--- src/rtl/dmd_pkg.sv ---
// Package: shared defaults for the dual-modulus divider.
// Assumes the prescaler base is 2**(swallow width), as a pulse-swallow scheme requires.
package dmd_pkg;
    localparam int DEF_M_W       = 12;  // main counter width
    localparam int DEF_A_W       = 3;   // swallow counter width
    localparam int DEF_MIN_RATIO = 56;  // smallest ratio the scheme realises
endpackage

--- src/rtl/dmd_prescaler.sv ---
// Dual-modulus prescaler: counts input clocks and divides by PRE_BASE or PRE_BASE+1.
// Assumes sel_plus1 changes only on the edge where sub_end is high.
module dmd_prescaler #(
    parameter int PRE_BASE = 8,
    localparam int CNT_W   = $clog2(PRE_BASE + 1)
) (
    input  logic clk_in,
    input  logic rst_n,
    input  logic sel_plus1,
    output logic sub_end
);
    logic [CNT_W-1:0] pc;

    // last clock of a sub-cycle depends on the chosen modulus
    assign sub_end = (pc == (sel_plus1 ? CNT_W'(PRE_BASE) : CNT_W'(PRE_BASE - 1)));

    // sub-cycle clock counter, wraps at the end of each sub-cycle
    always_ff @(posedge clk_in) begin
        if (!rst_n)       pc <= '0;
        else if (sub_end) pc <= '0;
        else              pc <= pc + CNT_W'(1);
    end


    pc_range_chk: assert property (@(posedge clk_in) disable iff (!rst_n)
        pc <= CNT_W'(PRE_BASE));
endmodule

--- src/rtl/dmd_word_clamp.sv ---
// Word decoder: splits the division word into main and swallow counts.
// Replaces words with M < A or a ratio below MIN_RATIO by MIN_RATIO.
module dmd_word_clamp #(
    parameter int M_W       = 12,
    parameter int A_W       = 3,
    parameter int MIN_RATIO = 56,
    localparam int N_W      = M_W + A_W,
    localparam int M_MIN    = MIN_RATIO >> A_W,
    localparam int A_MIN    = MIN_RATIO % (1 << A_W)
) (
    input  logic [N_W-1:0] word,
    output logic [M_W-1:0] m_cnt,
    output logic [A_W-1:0] a_cnt
);
    logic [M_W-1:0] raw_m;
    logic [A_W-1:0] raw_a;
    logic           bad;

    assign raw_m = word[N_W-1:A_W];
    assign raw_a = word[A_W-1:0];

    // the ratio 8M+A equals the word itself, so the range test is a plain compare
    always_comb begin
        bad = (raw_m < M_W'(raw_a)) || (word < N_W'(MIN_RATIO));
        if (bad) begin
            m_cnt = M_W'(M_MIN);
            a_cnt = A_W'(A_MIN);
        end else begin
            m_cnt = raw_m;
            a_cnt = raw_a;
        end
    end
endmodule

--- src/rtl/dmd_swallow_ctrl.sv ---
// Swallow and main counters: choose the prescaler modulus for every sub-cycle and
// flag the last clock of an output period. Assumes loaded counts satisfy M >= A, M >= 1.
module dmd_swallow_ctrl #(
    parameter int M_W   = 12,
    parameter int A_W   = 3,
    parameter int M_RST = 7,
    parameter int A_RST = 0
) (
    input  logic           clk_in,
    input  logic           rst_n,
    input  logic           sub_end,
    input  logic [M_W-1:0] nxt_m,
    input  logic [A_W-1:0] nxt_a,
    output logic           sel_plus1,
    output logic           cycle_end
);
    logic [M_W-1:0] m_rem;  // sub-cycles left in this period, current one included
    logic [A_W-1:0] a_rem;  // divide-by-(base+1) sub-cycles left

    assign sel_plus1 = (a_rem != '0);
    assign cycle_end = sub_end && (m_rem == M_W'(1));

    // reload at a period boundary, count down at each sub-cycle end
    always_ff @(posedge clk_in) begin
        if (!rst_n) begin
            m_rem <= M_W'(M_RST);
            a_rem <= A_W'(A_RST);
        end else if (cycle_end) begin
            m_rem <= nxt_m;
            a_rem <= nxt_a;
        end else if (sub_end) begin
            m_rem <= m_rem - M_W'(1);
            if (a_rem != '0) a_rem <= a_rem - A_W'(1);
        end
    end


    swallow_order_chk: assert property (@(posedge clk_in) disable iff (!rst_n)
        (m_rem != '0) && (M_W'(a_rem) <= m_rem));
endmodule

--- src/rtl/pulse_swallow_divider.sv ---
// Top: programmable divider N = 8M + A built from a dual-modulus prescaler and
// swallow/main counters. The word is sampled at period boundaries only.
// Outputs are registered; fpd_half toggles with every pulse.
module pulse_swallow_divider #(
    parameter int M_W       = dmd_pkg::DEF_M_W,
    parameter int A_W       = dmd_pkg::DEF_A_W,
    parameter int MIN_RATIO = dmd_pkg::DEF_MIN_RATIO,
    localparam int N_W      = M_W + A_W,
    localparam int PRE_BASE = 1 << A_W
) (
    input  logic           clk_in,
    input  logic           rst_n,
    input  logic [N_W-1:0] ratio_word,
    output logic           fpd_out,
    output logic           fpd_half
);
    logic [M_W-1:0] nxt_m;
    logic [A_W-1:0] nxt_a;
    logic           sel_plus1;
    logic           sub_end;
    logic           cycle_end;

    dmd_word_clamp #(.M_W(M_W), .A_W(A_W), .MIN_RATIO(MIN_RATIO)) u_clamp (
        .word (ratio_word),
        .m_cnt(nxt_m),
        .a_cnt(nxt_a)
    );

    dmd_prescaler #(.PRE_BASE(PRE_BASE)) u_pre (
        .clk_in   (clk_in),
        .rst_n    (rst_n),
        .sel_plus1(sel_plus1),
        .sub_end  (sub_end)
    );

    dmd_swallow_ctrl #(
        .M_W(M_W), .A_W(A_W),
        .M_RST(MIN_RATIO >> A_W), .A_RST(MIN_RATIO % PRE_BASE)
    ) u_ctrl (
        .clk_in   (clk_in),
        .rst_n    (rst_n),
        .sub_end  (sub_end),
        .nxt_m    (nxt_m),
        .nxt_a    (nxt_a),
        .sel_plus1(sel_plus1),
        .cycle_end(cycle_end)
    );

    // register the period-end pulse and its divide-by-two copy
    always_ff @(posedge clk_in) begin
        if (!rst_n) begin
            fpd_out  <= 1'b0;
            fpd_half <= 1'b0;
        end else begin
            fpd_out <= cycle_end;
            if (cycle_end) fpd_half <= ~fpd_half;
        end
    end


    reset_state_chk: assert property (@(posedge clk_in)
        !rst_n |=> (!fpd_out && !fpd_half));

    fpd_width_chk: assert property (@(posedge clk_in) disable iff (!rst_n)
        fpd_out |=> !fpd_out);

    half_toggle_chk: assert property (@(posedge clk_in) disable iff (!rst_n)
        (fpd_half != $past(fpd_half)) |-> fpd_out);
endmodule

--- config.mk ---
export PLATFORM = sky130hd
export DESIGN_NAME = pulse_swallow_divider
export DESIGN_NICKNAME = d
export VERILOG_FILES = /design/src/rtl/dmd_pkg.sv /design/src/rtl/dmd_prescaler.sv /design/src/rtl/dmd_word_clamp.sv /design/src/rtl/dmd_swallow_ctrl.sv /design/src/rtl/pulse_swallow_divider.sv
export SDC_FILE = /design/constraint.sdc
export NUM_CORES = 1
export LEC_CHECK = 0
export BUFFER_PORTS_ARGS = -buffer_cell sky130_fd_sc_hd__buf_2
export CAP_MARGIN = 5
export CORE_MARGIN = 2
export CORE_UTILIZATION = 45
export CTS_BUF_LIST = sky130_fd_sc_hd__clkbuf_4 sky130_fd_sc_hd__clkbuf_8 sky130_fd_sc_hd__clkbuf_16
export DETAILED_ROUTE_END_ITERATION = 10
export PLACE_DENSITY_LB_ADDON = 0.3
export REMOVE_ABC_BUFFERS = 1
export SKIP_CTS_REPAIR_TIMING = 1
export SYNTH_ARGS = -nofsm -noshare
export SYNTH_HDL_FRONTEND = slang
export SYNTH_SLANG_ARGS = --single-unit
--- constraint.sdc ---
create_clock -name clk_in -period 2.7 [get_ports clk_in]
set_input_delay 0.135 -clock clk_in [delete_from_list [all_inputs] [get_ports clk_in]]
set_output_delay 0.135 -clock clk_in [all_outputs]
set_load 0.02 [all_outputs]
### After elaboration in Yosys (flattened, before gate mapping)

Cells that the tools add are included.

* register bits after elaboration: 21
* input bits: 17
* output and inout port bits: 2
* logic and storage cells: 29

* $add $sub $neg: 3
* magnitude comparators: 2
* equal/unequal tests: 2
* multiplexer cells: 8
* bitwise logic cells: 2
* reduce and logical (&&, ||, !) cells: 7

Operators by type and width (number)
* $mux 12: 3
* $lt 15x6->1 const B: 1
* $eq 12x1->1 const B: 1
* $lt 12x3->1: 1
* $mux 3: 4
* $sub 12x1->12 const B: 1
* $add 4x1->4 const B: 1
* $eq 4x4->1: 1
* $mux 4: 1
* $reduce_bool 2->1: 2
* $reduce_bool 3->1: 1
* $sub 3x1->3 const B: 1
* $not 1->1: 2
* $reduce_and 2->1: 1
* $reduce_or 2->1: 1
* $logic_and 1x1->1: 1
* $logic_or 1x1->1: 1

### Depth between registers and ports, before layout

* depth after elaboration: 6
* mapped depth: 9
* mapped depth without buffers: 8

### Modules after synthesis

From an unflattened synthesis, not the netlist that was laid out.

* cell total of the unflattened synthesis: 175
* area total of the unflattened synthesis: 1438.9 um^2

Modules (own cells, without submodules)
* dmd_swallow_ctrl: times used 1, cells an instance 125, area each 1039.7 um^2, seq. area each 300.3 um^2
* dmd_prescaler: times used 1, cells an instance 19, area each 183.9 um^2, seq. area each 80.1 um^2
* dmd_word_clamp: times used 1, cells an instance 26, area each 152.6 um^2, seq. area each 0.0 um^2
* pulse_swallow_divider: times used 1, cells an instance 5, area each 62.6 um^2, seq. area each 40.0 um^2

### Worst setup path after synthesis

Ideal clock, no wire load.

* path type: flip-flop to flip-flop
* from: register u_ctrl.a_rem[0]
* to: register u_ctrl.m_rem[10]
* setup time: 128 ps
* data arrival time: 2043 ps
* required time: 2572 ps
* path slack: 529 ps
* stages on the path, launching flop included: 10
* buffers on the path: 1
* period minus slack after synthesis: 2171 ps
* cells stage by stage: dfxtp_1 -> inv_1 -> ha_1 -> ha_1 -> or3_4 -> o32a_1 -> buf_2 -> o31ai_1 -> o21a_1 -> nor2_1

* word-level cells in the longest chain between the ends: 5
* elaborated cells on any way between the ends: 6
* classes of those cells: 1 x eq/ne; 2 x mux; 3 x reduce/logical

Ends and longest elaborated chain
* start, declared: line dmd_swallow_ctrl.sv:18 `logic [A_W-1:0] a_rem;`
* start signal, assigned: line dmd_swallow_ctrl.sv:27 `a_rem <= A_W'(A_RST);`
* start signal, assigned: line dmd_swallow_ctrl.sv:30 `a_rem <= nxt_a;`
* start signal, assigned: line dmd_swallow_ctrl.sv:33 `if (a_rem != '0) a_rem <= a_rem - A_W'(1);`
* $reduce_bool 3->1 (*): line dmd_swallow_ctrl.sv:20 `assign sel_plus1 = (a_rem != '0);`
* $mux 4 (*): line dmd_prescaler.sv:15 `assign sub_end = (pc == (sel_plus1 ? CNT_W'(PRE_BASE) : CNT_W'(PRE_BASE - 1)));`
* $eq 4x4->1 (*): line dmd_prescaler.sv:15
* $logic_and 1x1->1: line dmd_swallow_ctrl.sv:21 `assign cycle_end = sub_end && (m_rem == M_W'(1));`
* $mux 12 / $reduce_bool 2->1 (equally long branches)
* end signal, assigned: line dmd_swallow_ctrl.sv:26 `m_rem <= M_W'(M_RST);`
* end signal, assigned: line dmd_swallow_ctrl.sv:29 `m_rem <= nxt_m;`
* end signal, assigned: line dmd_swallow_ctrl.sv:32 `m_rem <= m_rem - M_W'(1);`
* end, declared: line dmd_swallow_ctrl.sv:17 `logic [M_W-1:0] m_rem;`

Mark *: on every way between the ends. The rest lies on a longest branch, timed or not.
A chain may end at the register's enable or synchronous reset.

### Worst setup path in the final report

* from: register u_ctrl.a_rem[0]
* to: register u_ctrl.m_rem[11]

The elaborated chain is that of the path after synthesis.

==> flow_summary.ini <==
[clock_network]
clkTransAtPathRegs_ps = 130
clock_sinks = 21
cts_tree = done
cts_buffer_depth = 2
cts_buffers = 3
htree_levels = 1
root_buffer = clkbuf_4
clk_latency_ps = 300

[sta]
fin_ws_ps = 263.3
fin_tns_setup_ps = 0
setup_viol = 0
relSlewSlack_pct = 69.70
clock.fmax_ghz = 0.4104
finalMaxSlewViolations = 0
worst_pin_slew_ps = 450.4
clock_skew_ps = 0.8142
hold_violations = 0
rsz0062_at_grt = no
hold-worst-slack_ps = 95.40
final.min_clock_period_ps = 2437
finalCritPeriodShare_pct = 90.25

[critical_path]
end_kind = flip-flop
start_kind = flip-flop
ff2ff_setup_slack_ps = 260
worstPathMaxFanout = 13
reg2reg_to = u_ctrl.m_rem[11]
crit_chain = inv_1 -> ha_1 -> ha_1 -> or3_4 -> o32a_1 -> nor3_1 -> a21oi_1 -> a311oi_1
rr_startpoint = u_ctrl.a_rem[0]
path_buf_inv = 1
slowest_delay_ps = 470
critPathTopFamily = compound AO/OA/AOI/OAI gates
path_common_cell = ha_1
cp.arrival_ps = 2660
setup.worst_path.start = u_ctrl.a_rem[0]
worst-path-stages = 8
cp.required_ps = 2920
slowest_stage = o32a_1
worstSetupPathType = flip-flop to flip-flop
crit_end = u_ctrl.m_rem[11]
reg2reg_depth = 8

[logic_synthesis]
synth_warnings = 0
synth_ff_type = dfxtp_1
synth-adder-area-share_pct = 6.660
synth_top_family_by_area = simple AND/OR/NAND/NOR gates
ys_ff_latch = 21
synth_compound_area_share_pct = 24.17
synth_edf_count = 0
yosys.area_share.xor_xnor_pct = 2.664
syn-cell-area_um2 = 1315
yosysSeqAreaShare_pct = 31.97
synthMuxAreaShare_pct = 1.618
syn-instance-count = 161
synthDistinctLibCells = 48
synth_area_per_cell_um2 = 8.168
async_flop_share_pct = 0
synth_simple_gate_area_share_pct = 27.88

[floorplan]
rows = 19
die_x_um = 58.06
start_util_pct = 47.69
fp.dieArea_um2 = 3370
pin_count = 19
core_area_um2 = 2758
die_y_um = 58.06

[placement]
gp_congestion = 0.8417
portBuffers = 18
dp_hpwl_um = 2479
dp_slack_ps = 262.0
post-place-cells = 207
dpl-instance-area_um2 = 1438

[drt]
detail-route-antenna-nets = 0
via_per_inst = 6.100
wire_per_inst_um = 15.50
drc = 0
dr.pass1.iters = 4
drt_iter0_drc = 33
drt-total-wl_um = 3271
vias = 1287

[cells_and_area]
fin_util_pct = 53.13
final_area_um2 = 1465
final_layout_size_suffix_gt1_share_pct = 18.33
finalNonFillerCells = 211
num_antenna_cells = 0
nets = 205
fillers = 269
syn2layout_area_growth_pct = 11.42

[global_route]
overflow = 0
grt_pass1_wl_um = 5582
grt_util_all_layers_pct = 20.83
grt_max_degree = 14
antenna_found_initial = 0
grt_pass1_vias = 1255

[job]
maxCapViolations = 0

[power_and_ir_drop]
power_mw = 0.5187
leakagePower_nw = 0.5815
max-vdd-ir-drop_uv = 317.9
powerDensity_nw_per_um2 = 354.0

[run_status]
status = completed

[worst_hold_path]
hold_path.class = primary input to flip-flop
[sequential cells by signal, summed over array words and instances, names as in the netlist]
register      cells
fpd_half          1
u_ctrl.a_rem      3
fpd_out           1
u_ctrl.m_rem     12
u_pre.pc          4
[power breakdown]
part           leakage, nW  internal [mW]  switching, mW  total (mW)
clock network       0.0177         0.0552          0.102       0.157
registers            0.170          0.314        0.00670       0.321
logic                0.394         0.0177         0.0229      0.0406
total                0.582          0.387          0.132       0.519
[worst min path at each step]
stage | start | depth (start not counted) | endpoint | slack (ps)
final | ratio_word[11] | 3 | u_ctrl.m_rem[8] | 100
after global routing | ratio_word[11] | 3 | u_ctrl.m_rem[8] | 100
after CTS | ratio_word[11] | 3 | u_ctrl.m_rem[8] | 100
after detailed placement | ratio_word[11] | 3 | u_ctrl.m_rem[8] | 420
after global placement | ratio_word[11] | 3 | u_ctrl.m_rem[8] | 420
after floorplan | rst_n | 1 | u_ctrl.m_rem[2] | 210
[cell usage after synthesis, drive strengths merged (2+ instances only)]
cell type	instances	share of area [%]
a31oi	3	1.4
nand2b	2	0.95
nor2b	2	0.95
o211ai	2	1.1
xnor2	3	2.0
a21oi	12	4.6
nor3	9	3.8
nor4	2	2.1
and3	2	0.95
dfxtp	21	32
or4	3	1.7
o21ai	8	3.0
nand2	12	3.6
inv	10	2.9
clkbuf	3	0.86
a221oi	2	1.3
buf	3	1.3
nand3	9	3.8
o21a	4	2.3
or3	5	2.8
o31ai	2	1.1
ha	7	6.7
nor2	15	4.3
a211oi	2	1.1
nand4b	2	1.3
[routing by layer]
metal	vias up	track usage, %	part of all wire [%]
li1	636	-	-
met1	613	26.37	46
met2	36	37.50	49
met3	2	2.232	4.4
met4	0	5.316	0.37
met5	-	0	0
[worst register-to-register path, delay by kind of cell (launching register included)]
family | cells | cell delay, ps
DFF | 1 | 370
AOI/OAI and AO/OA | 3 | 810
and+or+nand+nor | 2 | 740
buffers and inverters | 1 | 50
adders and majority gates | 2 | 390
[final cells by class]
cell class	instances	area (um2)	share of cell area, %
clock buffers	3	22.52	1.537
repair buffers	21	112.6	7.686
flip-flops and latches	21	420.4	28.69
multi-input cells	124	828.3	56.53
clock inverters	1	5.005	0.3416
inverters	10	37.54	2.562
well taps	31	38.79	2.647
[cell usage in the layout (no fill, tap or decap), drive strengths merged, types with 3 or more instances in the layout]
master,count
a31oi,3
buf,21
o21a,4
dfxtp,21
nor3,9
ha,7
or3,5
nand3,9
clkbuf,3
o21ai,8
a21oi,12
nor2,15
nand2,12
xnor2,3
inv,10
or4,3
[cell families after synthesis]
kind of cell	count (synthesis)
AOI/OAI and AO/OA	45
and+or+nand+nor	66
muxes	2
xor gates and xnor gates	4
adders and majority gates	7
buffers and inverters	16
DFF	21
Power figures use the tool's default switching activity.
